$ cat config.mk
export PLATFORM = sky130hd
export DESIGN_NAME = frame_fetch_seq
export DESIGN_NICKNAME = d
export VERILOG_FILES = /design/src/rtl/frame_fetch_seq.sv
export SDC_FILE = /design/constraint.sdc
export NUM_CORES = 1
export LEC_CHECK = 0
export ABC_AREA = 0
export BUFFER_PORTS_ARGS = -buffer_cell sky130_fd_sc_hd__buf_2
export CAP_MARGIN = 20
export CELL_PAD_IN_SITES_DETAIL_PLACEMENT = 0
export CELL_PAD_IN_SITES_GLOBAL_PLACEMENT = 2
export CORE_MARGIN = 2
export CORE_UTILIZATION = 34
export DETAILED_ROUTE_END_ITERATION = 6
export GPL_TIMING_DRIVEN = 0
export HOLD_SLACK_MARGIN = 0.12
export PLACE_DENSITY_LB_ADDON = 0.15
export SYNTH_ARGS = -nofsm -noshare
export SYNTH_HDL_FRONTEND = slang
export SYNTH_SLANG_ARGS = --single-unit
$ cat constraint.sdc
create_clock -name clk -period 11.6 [get_ports clk]
set_clock_uncertainty 0.15 [all_clocks]
set_input_delay 0.58 -clock clk [delete_from_list [all_inputs] [get_ports clk]]
set_output_delay 0.58 -clock clk [all_outputs]
set_load 0.1 [all_outputs]
$ cat src/rtl/frame_fetch_seq.sv
module frame_fetch_seq #(
  parameter int ADDR_W  = 32,
  parameter int DIM_W   = 10,
  parameter int SUB_LSB = 16
) (
  input  logic              clk,
  input  logic              rst_n,
  input  logic              enable_i,
  input  logic              frame_start,
  input  logic [1:0]        mode,
  input  logic [2:0]        depth,
  input  logic              dual,
  input  logic [DIM_W-1:0]  width_m1,
  input  logic [DIM_W-1:0]  height_m1,
  input  logic [31:0]       subpanel,
  input  logic [ADDR_W-1:0] top0,
  input  logic [ADDR_W-1:0] bot0,
  input  logic [ADDR_W-1:0] top1,
  input  logic [ADDR_W-1:0] bot1,
  input  logic [ADDR_W-1:0] win_lo,
  input  logic [ADDR_W-1:0] win_hi,
  input  logic [1:0]        irq_mask,
  output logic              fetch_go,
  output logic [ADDR_W-1:0] fetch_base,
  output logic [2*DIM_W+2:0] fetch_bytes,
  output logic [DIM_W+1:0]  line_bytes,
  output logic [DIM_W-1:0]  first_line,
  output logic [DIM_W:0]    line_count,
  output logic              buf_idx,
  output logic [1:0]        buf_done,
  output logic              dma_irq,
  output logic              sync_err,
  output logic              bounds_fault,
  output logic              disable_req,
  output logic              pal_done,
  output logic [ADDR_W-1:0] pal_addr,
  output logic              off_done
);
  localparam int BW = 2*DIM_W + 3;
  localparam int LW = DIM_W + 2;
  localparam int CW = ADDR_W + BW + 2;
  localparam int SP_ON  = 31;
  localparam int SP_SEL = 29;

  logic run, en_d, idx;

  wire rise = enable_i & ~en_d;
  wire fall = ~enable_i & en_d;

  wire [DIM_W:0]     w   = {1'b0, width_m1} + 1'b1;
  wire [DIM_W:0]     h   = {1'b0, height_m1} + 1'b1;
  wire [2*DIM_W+1:0] pix = w * h;

  logic [BW-1:0] bytes;
  logic [LW-1:0] lbytes;
  always_comb begin
    case (depth)
      3'd1:    begin bytes = BW'(pix >> 2); lbytes = LW'(w >> 2); end
      3'd2:    begin bytes = BW'(pix >> 1); lbytes = LW'(w >> 1); end
      3'd3:    begin bytes = BW'(pix);      lbytes = LW'(w);      end
      default: begin bytes = {pix, 1'b0};   lbytes = {w, 1'b0};   end
    endcase
  end

  wire [9:0] hdr = (mode == 2'd2) ? 10'd0 : (depth >= 3'd3) ? 10'd512 : 10'd32;

  wire [ADDR_W-1:0] cur_top = idx ? top1 : top0;
  wire [ADDR_W-1:0] cur_bot = idx ? bot1 : bot0;

  wire signed [CW-1:0] need_s = $signed(CW'(hdr) + CW'(bytes));
  wire signed [CW-1:0] room_s = $signed(CW'(cur_bot)) - $signed(CW'(cur_top)) + CW'(2);
  wire oversize = need_s > room_s;

  function automatic logic in_win(input logic [ADDR_W-1:0] a, lo, hi);
    return (a >= lo) && (a <= hi);
  endfunction

  wire bounds_ok = in_win(top0, win_lo, win_hi) && in_win(bot0, win_lo, win_hi) &&
                   (!dual || (in_win(top1, win_lo, win_hi) && in_win(bot1, win_lo, win_hi)));

  wire take = frame_start && run && enable_i && (mode != 2'd1) && (depth != 3'd0);

  wire              sp_on   = subpanel[SP_ON];
  wire              sp_sel  = subpanel[SP_SEL];
  wire [DIM_W-1:0]  sp_line = subpanel[SUB_LSB +: DIM_W];
  wire unused_sub = ^{subpanel[30], subpanel[28:SUB_LSB+DIM_W], subpanel[SUB_LSB-1:0]};

  assign buf_idx = idx;

  always_ff @(posedge clk) begin
    if (!rst_n) begin
      run <= 1'b0; en_d <= 1'b0; idx <= 1'b0;
      fetch_go <= 1'b0; fetch_base <= '0; fetch_bytes <= '0; line_bytes <= '0;
      first_line <= '0; line_count <= '0; buf_done <= 2'b00; dma_irq <= 1'b0;
      sync_err <= 1'b0; bounds_fault <= 1'b0; disable_req <= 1'b0;
      pal_done <= 1'b0; pal_addr <= '0; off_done <= 1'b0;
    end else begin
      en_d <= enable_i;
      fetch_go <= 1'b0; buf_done <= 2'b00; dma_irq <= 1'b0; sync_err <= 1'b0;
      bounds_fault <= 1'b0; disable_req <= 1'b0; pal_done <= 1'b0; off_done <= 1'b0;
      if (rise) begin
        idx <= 1'b0;
        if (!bounds_ok) begin
          run <= 1'b0;
          bounds_fault <= 1'b1;
          disable_req <= 1'b1;
          dma_irq <= irq_mask[1];
        end else begin
          run <= 1'b1;
          if (mode != 2'd2) begin
            pal_done <= 1'b1;
            pal_addr <= top0;
          end
        end
      end else if (fall) begin
        run <= 1'b0;
        idx <= 1'b0;
        off_done <= (mode != 2'd1);
      end else if (take) begin
        if (oversize) begin
          run <= 1'b0;
          sync_err <= 1'b1;
          disable_req <= 1'b1;
        end else begin
          fetch_go <= 1'b1;
          fetch_base <= cur_top + ADDR_W'(hdr);
          fetch_bytes <= bytes;
          line_bytes <= lbytes;
          first_line <= (sp_on && sp_sel) ? sp_line : '0;
          line_count <= (sp_on && !sp_sel) ? {1'b0, sp_line} : h;
          buf_done <= idx ? 2'b10 : 2'b01;
          dma_irq <= irq_mask[0];
          if (dual) idx <= ~idx;
        end
      end
    end
  end
endmodule

Word-level counts from Yosys, hierarchy flattened
Index checks and enable logic that the tools add are counted.
{"block": "classes", "n_addsub": 6, "multipliers": 1, "magnitude_cmp": 10, "eq_ne": 6, "muxes": 26, "n_bitwise": 10, "reduce_logical": 30}
{"op": "greater-or-equal comparator 32 bit", "count": 4}
{"op": "less-or-equal comparator 32 bit", "count": 4}
{"op": "one-hot mux 23 bit (3 select lines)", "count": 1}
{"op": "two-way mux 32 bit", "count": 2}
{"op": "one-hot mux 12 bit (3 select lines)", "count": 1}
{"op": "adder 33 x 3 -> 34 bit, second input constant", "count": 1}
{"op": "> comparator 25 x 34 -> 1 bit", "count": 1}
{"op": "subtractor 32 x 32 -> 33 bit", "count": 1}
{"op": "adder 32 x 10 -> 32 bit", "count": 1}
{"op": "two-way mux 10 bit", "count": 3}
{"op": "adder 10 x 23 -> 24 bit", "count": 1}
{"op": "adder 10 x 1 -> 11 bit, second input constant", "count": 2}
{"op": "multiplier 11 x 11 -> 22 bit", "count": 1}
{"op": "two-way mux 1 bit", "count": 17}
{"op": "logical AND 1 bit", "count": 13}
{"op": "two-way mux 11 bit", "count": 1}
{"op": "AND reduction 3 bit", "count": 3}
{"op": "nonzero test 3 bit", "count": 3}
{"op": "inverter 1 bit", "count": 8}
{"op": "equality test 3 x 2 -> 1 bit, second input constant", "count": 2}
{"op": "OR reduction 3 bit", "count": 2}
{"op": "OR reduction 5 bit", "count": 1}
{"op": "AND reduction 2 bit", "count": 2}
{"op": "AND reduction 4 bit", "count": 1}
{"op": "11 further kinds", "count": 13}
{"block": "word_totals", "regBits": 132, "input_bits": 256, "out_inout_bits": 130, "word_cells": 106}

Logic depth before layout (Yosys ltp)
Gate-level depths: netlist of the first run.
{"block": "depth", "depth_word": 9, "depth_mapped": 44}

Least setup slack after synthesis of the first run
No wires, ideal clock.
{"block": "synth_timing", "kind": "input to register", "start": "input port width_m1[0]", "end": "register line_bytes[7]", "arrival_time_ns": 9.592, "slack_ns": 1.787, "cell_stages": 40, "n_path_buf": 2, "cell_sequence": "ha_1 nand2_1 nor2_1 nand3_1 xnor2_1 clkbuf_1 nand2_1 fa_1 fa_1 inv_1 fa_1 fa_1 inv_1 fa_1 inv_1 ha_1 a21o_1 a21o_1 (+4 left out) nand2_1 nand4b_1 nor3_1 nand2_1 xor2_1 ha_1 a21o_1 a21o_1 a21oi_1 o21ai_0 o21ai_0 a31oi_1 and2_1 a31oi_2 o31ai_4 buf_6 or4_1 a21oi_1"}
{"block": "synth_between", "elab_chain_cells": 7}
{"item": "start, declared", "line_no": "13", "rtl": "input logic [DIM_W-1:0] width_m1,"}
{"item": "adder 10 x 1 -> 11 bit *", "line_no": "50", "rtl": "wire [DIM_W:0] w = {1'b0, width_m1} + 1'b1;"}
{"item": "multiplier 11 x 11 -> 22 bit", "line_no": "52", "rtl": "wire [2*DIM_W+1:0] pix = w * h;"}
{"item": "one-hot mux 23 bit (3 select lines)", "line_no": "57", "rtl": "case (depth)"}
{"item": "adder 10 x 23 -> 24 bit", "line_no": "70", "rtl": "wire signed [CW-1:0] need_s = $signed(CW'(hdr) + CW'(bytes));"}
{"item": "> comparator 25 x 34 -> 1 bit", "line_no": "72", "rtl": "wire oversize = need_s > room_s;"}
{"item": "inverter 1 bit (no line)"}
{"item": "AND reduction 4 bit (no line)"}
{"item": "end signal, assigned", "line_no": "128", "rtl": "line_bytes <= lbytes;"}
{"item": "end, declared", "line_no": "26", "rtl": "output logic [DIM_W+1:0] line_bytes,"}
Every way passes the cells marked *; elsewhere a longest branch is shown, timed or not.
A chain may end at the register's enable or synchronous reset.

Worst setup path after layout of the first run
{"block": "layout_timing", "start": "input port width_m1[0]", "end": "register buf_done[0]"}
{"block": "layout_between", "elab_chain_cells": 6}
{"item": "adder 10 x 1 -> 11 bit", "line_no": "50"}
{"item": "multiplier 11 x 11 -> 22 bit", "line_no": "52"}
{"item": "one-hot mux 23 bit (3 select lines)", "line_no": "57"}
{"item": "adder 10 x 23 -> 24 bit", "line_no": "70"}
{"item": "> comparator 25 x 34 -> 1 bit", "line_no": "72"}
{"item": "OR reduction 5 bit (no line)"}
{"item": "end signal, assigned", "line_no": "131", "rtl": "buf_done <= idx ? 2'b10 : 2'b01;"}
{"item": "end, declared", "line_no": "30", "rtl": "output logic [1:0] buf_done,"}
No other way between the ends.

==> flow_summary.yaml, run 1 <==
global_routing:
  grt_remaining_overflow: 0
  grt_max_degree: 17
  grt_pass1_vias: 21900
  track_usage: 0.303
  grt_pass1_wl_um: 145000
  antenna_found_initial: 3
die:
  die_area_mm2: 0.0651
  die_h_um: 255
  die_w_um: 255
  start_util: 0.342
  pin_count: 386
  rows: 92
  core_mm2: 0.0627
worst_setup_path:
  arrival_ns: 11.31
  worstPathRequired_ns: 11.80
  worstPathMaxFanout: 10
  path_class: "input port to register"
  critPathCaptureType: "register"
  cp_common_cell: "fa_1"
  startpoint_type: "input port"
  cpMaxStageDelayCell: "fa_1"
  r2r_cells: 28
  max_stage_delay_ns: 0.55
pwr:
  p_leak_nw: 11.8
  power.density_mw_per_mm2: 155
  vdd_drop_max_v: 0.000187
synth:
  ys_warn_count: 0
  ys_types: 93
  synthTopCellsByArea: "ha_1, dfxtp_1, fa_1"
  synth.cell_area_mm2: 0.0214
  synth_top_cell_area_share: 0.224
  ys_ff_latch: 132
  synth_edf_count: 0
  syn_nets: 3376
  syn_area_per_cell_um2: 8.07
  yosysTopAreaCell: "ha_1"
  async_flop_share: 0
  ys_seq_area_frac: 0.123
  synthCells: 2656
  synth_flop_cell: "dfxtp_1"
sta:
  whs_ns: 0.184
  finalHoldViolCount: 0
  fmax_ghz: 0.0900
  setup_violations: 0
  timing.final.crit_share: 0.958
  finalWorstSetupSlack_ns: 0.492
  maxSlewHeadroom: 0.207
  worstMarginPinSlew_ns: 1.18
  post-route-min-period_ns: 11.11
  tns_ns: 0
  drv_slew: 0
flow_run:
  drv_cap: 0
clocking:
  htreeDepth: 4
  cts_root_buffer: "clkbuf_16"
  postCtsHoldBufs: 0
  clockBufferDepth: 2
  cts_tree: "yes"
  clk_pin_slew_ns: 0.08
  clock-sinks: 132
  cts_buffers: 17
  clk_latency_ns: 0.48
routing:
  wl_per_cell_um: 25.6
  ant_nets: 0
  drtPass1Iterations: 6
  routed_wl_um: 99900
  drc: 0
  drtIter0Drc: 1781
  vias_per_cell: 5.73
  vias: 22400
cells_and_area:
  final_nets: 3764
  syn_to_final_growth_pct: 17.2
  layout_commonest_cell: "ha_1"
  drive_gt1_frac: 0.177
  most-common-layout-cells: "ha_1, buf_2, nand2_1"
  post-route-util: 0.401
status:
  status: "completed"
placement:
  hpwl_um: 86100
  gp_congestion: 0.931
  port_buffers: 362
  dp_slack_ns: -0.817
hold_path:
  hold_class: "input port to register"
  holdPathStages: 3
[worst max-delay path: cells and delay by family]
family	cells	cell delay (ns)
mux	1	0.29
xor+xnor	1	0.31
simple gates	10	2.09
compound gates	14	3.42
buf+inv	7	1.07
fa+ha+maj	8	3.50
[sequential cells by signal (all words and copies together), names as in the netlist]
signal        cells
run               1
sync_err          1
off_done          1
bounds_fault      1
pal_addr         32
line_bytes       12
pal_done          1
buf_done          2
en_d              1
fetch_base       32
fetch_go          1
line_count       11
disable_req       1
buf_idx           1
dma_irq           1
fetch_bytes      23
first_line       10
[Yosys cell counts, types with 4 or more instances]
| cell | number |
|---|---|
| ha_1 | 383 |
| nand2_1 | 253 |
| a21oi_1 | 204 |
| inv_1 | 196 |
| nor2_1 | 175 |
| dfxtp_1 | 132 |
| nand4_1 | 113 |
| a21o_1 | 108 |
| mux2i_1 | 89 |
| o21ai_0 | 83 |
| fa_1 | 81 |
| xnor2_1 | 70 |
| clkbuf_1 | 69 |
| o31ai_1 | 64 |
| xor2_1 | 60 |
| nand3_1 | 41 |
| nor3_1 | 36 |
| nor2b_1 | 35 |
| mux2_2 | 32 |
| o21a_1 | 31 |
| a31oi_1 | 27 |
| nand2b_1 | 25 |
| a211oi_1 | 24 |
| and3_1 | 21 |
| and2_1 | 20 |
| nor4_1 | 20 |
| a22oi_1 | 19 |
| buf_2 | 18 |
| o211ai_1 | 17 |
| buf_6 | 14 |
| buf_1 | 13 |
| or3_1 | 13 |
| a211oi_2 | 12 |
| and4_1 | 12 |
| o22ai_1 | 12 |
| nor3_2 | 9 |
| o21ai_1 | 9 |
| or4_1 | 9 |
| or2_2 | 7 |
| a2111oi_0 | 6 |
| o31a_1 | 6 |
| a221oi_1 | 5 |
| o2111ai_1 | 5 |
| o211a_1 | 5 |
| a211o_1 | 4 |
[kinds of logic (layout without fill, tap and decap cells)]
kind of cell | after synthesis | count (layout) | synth area share
multiplexers | 122 | 122 | 0.0590
XOR/XNOR | 132 | 132 | 0.0549
other | 0 | 1 | 0
AO/OA/AOI/OAI | 683 | 683 | 0.214
buffers and inverters | 314 | 715 | 0.0612
AND/OR/NAND/NOR | 809 | 809 | 0.189
adder cells (fa/ha/maj) | 464 | 464 | 0.299
flip-flops | 132 | 132 | 0.123
[per-stage QoR]
step | power, mW | std cells | area [um^2]
2_1_floorplan | 2.40 | 2656 | 21400
3_3_place_gp | 3.13 | 3864 | 24300
3_5_place_dp | 3.17 | 3869 | 24300
4_1_cts | 3.78 | 3901 | 25000
5_1_grt | 4.23 | 3903 | 25100
6_report | 3.89 | 3904 | 25100
[power by group]
group | switching (mW) | internal, mW
logic | 1.76 | 1.09
clock network | 0.278 | 0.309
registers | 0.00101 | 0.454
[repair_timing]
| item | CTS | global route |
|---|---|---|
| endpoints found under the setup margin | 95 | 96 |
| setup buffers | 0 | 2 |
| gates resized for setup | 3 | 22 |
| pin swaps | 1 | 2 |
[final cells by class]
type / count / area (um^2)
Sequential cell: 132 / 2640
Buffer: 116 / 569
Inverter: 198 / 743
Fill cell: 6598 / 37600
Multi-Input combinational cell: 2210 / 17600
Clock inverter: 15 / 188
Antenna cell: 1 / 2.50
Tap cell: 846 / 1060
Clock buffer: 17 / 425
Timing Repair Buffer: 369 / 1870
[final timing paths]
check	start	slack, ns	to
worst max-delay path	width_m1[0]	0.49	buf_done[0]$_SDFF_PP0_
worst min-delay path	irq_mask[1]	0.18	dma_irq$_SDFF_PN0_
worst max register to register	buf_idx$_SDFFE_PP0P_	2.19	buf_done[0]$_SDFF_PP0_
worst min register to register	pal_addr[31]$_SDFFE_PN0P_	0.31	pal_addr[31]$_SDFFE_PN0P_
[metal layers]
metal	vias up	part of all wire	GRT usage
li1	10500	-	-
met1	11000	0.46	0.418
met2	803	0.44	0.479
met3	113	0.070	0.0605
met4	2	0.023	0.0780
met5	-	0.00015	0
Power figures use the tool's default switching activity.
==> inputs of run 2 (changes only) <==
- CORE_UTILIZATION: 34 -> 35
- CTS_BUF_LIST: not set -> sky130_fd_sc_hd__clkbuf_8
- SLEW_MARGIN: not set -> 20
==> flow_summary.yaml, run 2 (same netlist as run 1, synthesis figures left out) <==
sta:
  drv_slew: 0
  tns_ns: 0
  post-route-min-period_ns: 10.97
  worstMarginPinSlew_ns: 1.22
  timing.final.crit_share: 0.945
  finalWorstSetupSlack_ns: 0.633
  fmax_ghz: 0.0912
  rsz0062_at_grt: "false"
  finalHoldViolCount: 0
  whs_ns: 0.157
  setup_violations: 0
  maxSlewHeadroom: 0.182
worst_setup_path:
  r2r-start: "buf_idx$_SDFFE_PP0P_"
  startpoint_type: "input port"
  worstPathRequired_ns: 11.94
  worstPathMaxFanout: 10
  crit_buf_inv: 7
  path_class: "input port to register"
  cp_top_family: "adder cells"
  reg2reg_slack_ns: 2.05
  arrival_ns: 11.30
  cpMaxStageDelayCell: "fa_1"
  startpoint: "width_m1[0]"
  max_stage_delay_ns: 0.55
  cp_common_cell: "fa_1"
  critPathCaptureType: "register"
global_routing:
  antenna_found_initial: 5
  grt_max_degree: 17
  track_usage: 0.312
  grt_remaining_overflow: 0
  grt_pass1_vias: 22300
  grt_pass1_wl_um: 146000
placement:
  postPlaceCellArea_mm2: 0.0243
  dp_slack_ns: -1.02
  dpl.cell_count: 3800
  port_buffers: 362
  gp_congestion: 0.959
  hpwl_um: 85800
die:
  die_area_mm2: 0.0632
  die_w_um: 251
  rows: 90
  start_util: 0.354
  die_h_um: 251
  pin_count: 386
  core_mm2: 0.0605
clocking:
  clock-sinks: 132
  cts_buffers: 17
  postCtsSetupRepairBufs: 0
  clk_latency_ns: 0.58
  cts_tree: "yes"
  htreeDepth: 4
  cts_root_buffer: "clkbuf_8"
  clockBufferDepth: 2
  clk_pin_slew_ns: 0.10
routing:
  vias: 22500
  drtIter0Drc: 1782
  routed_wl_um: 101000
  vias_per_cell: 5.85
  drtPass1Iterations: 6
  drc: 0
  wl_per_cell_um: 26.2
  ant_nets: 0
pwr:
  pwr-share-comb: 0.760
  power_frac_seq: 0.124
  p_int_mw: 1.71
  pwr-share-clk: 0.116
  p_switching_mw: 1.98
  vdd_drop_max_v: 0.000163
  finalPower_mw: 3.68
  p_leak_nw: 11.7
  power.density_mw_per_mm2: 148
  netSwitchingFraction: 0.537
cells_and_area:
  fill_cells: 6326
  layout_commonest_cell: "ha_1"
  syn_to_final_growth_pct: 16.4
  seq_area_mm2: 0.00264
  fin_area_mm2: 0.0250
  final_nets: 3771
  multi_input_area_mm2: 0.0177
  drive_gt1_frac: 0.175
  post-route-util: 0.413
  most-common-layout-cells: "ha_1, buf_2, nand2_1"
  top_regs: "fetch_base x32, pal_addr x32, fetch_bytes x23"
  post_layout_nonfiller_instances: 3847
hold_path:
  hold_class: "input port to register"
  hold_path_startpoint: "top0[3]"
status:
  status: "completed"
flow_run:
  drv_cap: 0
[run 2: area by class of cell]
class                      count  share of cell area
clock inverter                13             0.00496
inverter                     198              0.0298
clock buffer                  18             0.00993
multi-input combinational   2210               0.709
sequential                   132               0.106
tap                          782              0.0392
antenna                        2            0.000201
buffer                       116              0.0229
timing repair buffer         376              0.0782
[run 2: worst register-to-register path: cells and delay by family (launching register included)]
kind	cells	cell delay, ns
buffers and inverters	6	2.92
flip-flops	1	0.44
AO/OA/AOI/OAI	12	3.41
XOR/XNOR	1	0.19
multiplexers	1	0.49
AND/OR/NAND/NOR	6	1.20
adder cells (fa/ha/maj)	2	0.68
[run 2: path summary, 6_finish.rpt]
path | end | cells past startpoint
worst max-delay path | line_bytes[11]$_SDFFE_PN0P_ | 41
worst min-delay path | pal_addr[3]$_SDFFE_PN0P_ | 3
worst max register to register | line_bytes[11]$_SDFFE_PN0P_ | 28
worst min register to register | pal_addr[19]$_SDFFE_PN0P_ | 2
[run 2: per-layer routing]
metal  track usage  up-vias  wire length (um)
met5             0        -                21
met4        0.0760        4              2230
met3        0.0554      119              6730
met2         0.507      823             45500
met1         0.427    11100             46100
li1              -    10500                 -
[run 2: power by group through the flow]
stage	Clock [mW]	Sequential (mW)	Combinational, mW
2_1_floorplan	0	0.476	1.93
3_3_place_gp	0	0.466	2.61
3_5_place_dp	0	0.466	2.65
4_1_cts	0.433	0.455	2.70
5_1_grt	0.449	0.456	3.12
6_report	0.428	0.455	2.80
[run 2: timing repair]
item / CTS / global route
pin swaps: 0 / 1
endpoints found under the setup margin: 96 / 96
resized for setup: 9 / 24
gates cloned: 0 / 0
hold buffers: 14 / 0
endpoints found under the hold margin: 13 / 0
==> inputs of run 3 (changes only) <==
- CORE_MARGIN: 2 -> 10
==> flow_summary.yaml, run 3 (same netlist as run 1, synthesis figures left out) <==
status:
  status: "completed"
placement:
  dp_slack_ns: -1.07
  hpwl_um: 88700
  gp_congestion: 0.978
  port_buffers: 362
  postPlaceCellArea_mm2: 0.0242
routing:
  drc: 0
  drtIter0Drc: 1844
  routed_wl_um: 103000
  wl_per_cell_um: 26.8
  vias: 22300
  vias_per_cell: 5.79
  ant_nets: 0
  drtPass1Iterations: 6
die:
  pin_count: 386
  die_area_mm2: 0.0715
  die_h_um: 267
  start_util: 0.354
  core_mm2: 0.0605
  die_w_um: 267
  rows: 90
clocking:
  clk_pin_slew_ns: 0.11
  clockBufferDepth: 2
  cts_tree: "yes"
  postCtsSetupRepairBufs: 0
  htreeDepth: 4
  clock-sinks: 132
  cts_buffers: 17
  cts_root_buffer: "clkbuf_8"
  clk_latency_ns: 0.57
worst_setup_path:
  reg2reg_slack_ns: 1.87
  cp_common_cell: "fa_1"
  cpMaxStageDelayCell: "fa_1"
  cp_top_family: "adder cells"
  arrival_ns: 11.33
  worstPathMaxFanout: 10
  max_stage_delay_ns: 0.55
  rr_endpoint: "fetch_base[7]$_SDFFE_PN0P_"
  r2r_cells: 27
  crit_buf_inv: 7
  r2r-start: "buf_idx$_SDFFE_PP0P_"
  worstPathRequired_ns: 11.84
  path_class: "input port to register"
  startpoint_type: "input port"
  critPathCaptureType: "register"
sta:
  maxSlewHeadroom: 0.259
  setup_violations: 0
  drv_slew: 0
  finalHoldViolCount: 0
  tns_ns: 0
  whs_ns: 0.150
  timing.final.crit_share: 0.956
  worstMarginPinSlew_ns: 1.11
  fmax_ghz: 0.0902
  finalWorstSetupSlack_ns: 0.512
  post-route-min-period_ns: 11.09
cells_and_area:
  fin_area_mm2: 0.0250
  most-common-layout-cells: "ha_1, buf_2, nand2_1"
  fill_cells: 6363
  top_regs: "fetch_base x32, pal_addr x32, fetch_bytes x23"
  drive_gt1_frac: 0.176
  layout_commonest_cell: "ha_1"
  seq_area_mm2: 0.00264
  syn_to_final_growth_pct: 16.5
  multi_input_area_mm2: 0.0177
  final_nets: 3769
hold_path:
  hold_class: "input port to register"
  hold_path_startpoint: "subpanel[25]"
  hold_end: "first_line[9]$_SDFFE_PN0P_"
  holdPathStages: 3
pwr:
  finalPower_mw: 3.76
  power.density_mw_per_mm2: 151
  p_leak_nw: 11.7
  vdd_drop_max_v: 0.000153
global_routing:
  grt_pass1_wl_um: 150000
  grt_max_degree: 17
  antenna_found_initial: 6
  grt_remaining_overflow: 0
  grt_pass1_vias: 22400
  track_usage: 0.281
flow_run:
  drv_cap: 0
[run 3: power breakdown]
| group | switching (mW) | internal [mW] |
|---|---|---|
| combinational | 1.74 | 1.08 |
| clock | 0.275 | 0.205 |
| sequential | 0.000996 | 0.454 |
[run 3: layer usage]
metal / vias up / routed length (um) / GRT usage
met3: 78 / 6910 / 0.0500
met4: 4 / 1600 / 0.0569
met5: - / 23 / 0
met1: 10900 / 47800 / 0.385
li1: 10500 / - / -
met2: 769 / 46800 / 0.454
[run 3: worst min-delay path, delay by kind of cell]
family / cells / cell delay [ns]
buffers and inverters: 1 / 0.12
and+or+nand+nor: 1 / 0.07
muxes: 1 / 0.06
[run 3: area by class of cell]
| type | count | share of cell area |
|---|---|---|
| multi-input combinational | 2210 | 0.707 |
| sequential | 132 | 0.106 |
| timing repair buffer | 374 | 0.0774 |
| tap | 782 | 0.0392 |
| inverter | 198 | 0.0298 |
| buffer | 116 | 0.0228 |
| clock buffer | 17 | 0.00937 |
| clock inverter | 15 | 0.00827 |
| antenna | 3 | 0.000301 |
[run 3: worst max-delay path by stage]
stage / to / depth (start not counted) / slack, ns / from
4_1_cts: fetch_base[7]$_SDFFE_PN0P_ / 41 / 0.01 / width_m1[0]
6_report: fetch_base[7]$_SDFFE_PN0P_ / 41 / 0.51 / width_m1[0]
3_5_place_dp: fetch_base[7]$_SDFFE_PN0P_ / 41 / -1.07 / width_m1[0]
3_3_place_gp: fetch_base[7]$_SDFFE_PN0P_ / 40 / -1.15 / width_m1[0]
2_1_floorplan: line_bytes[7]$_SDFFE_PN0P_ / 40 / 1.79 / width_m1[0]
5_1_grt: fetch_base[7]$_SDFFE_PN0P_ / 41 / -0.01 / width_m1[0]
[run 3: what timing repair did]
action / in CTS / in global routing
setup endpoints to repair: 96 / 96
endpoints found under the hold margin: 11 / 0
gates resized for setup: 5 / 22
hold buffers: 12 / 0
[run 3: through the flow]
| step | instances | util |
|---|---|---|
| 2_1_floorplan | 2656 | - |
| 3_3_place_gp | 3800 | 0.401 |
| 3_5_place_dp | 3800 | 0.401 |
| 4_1_cts | 3844 | 0.411 |
| 5_1_grt | 3845 | 0.413 |
| 6_report | 3847 | 0.413 |
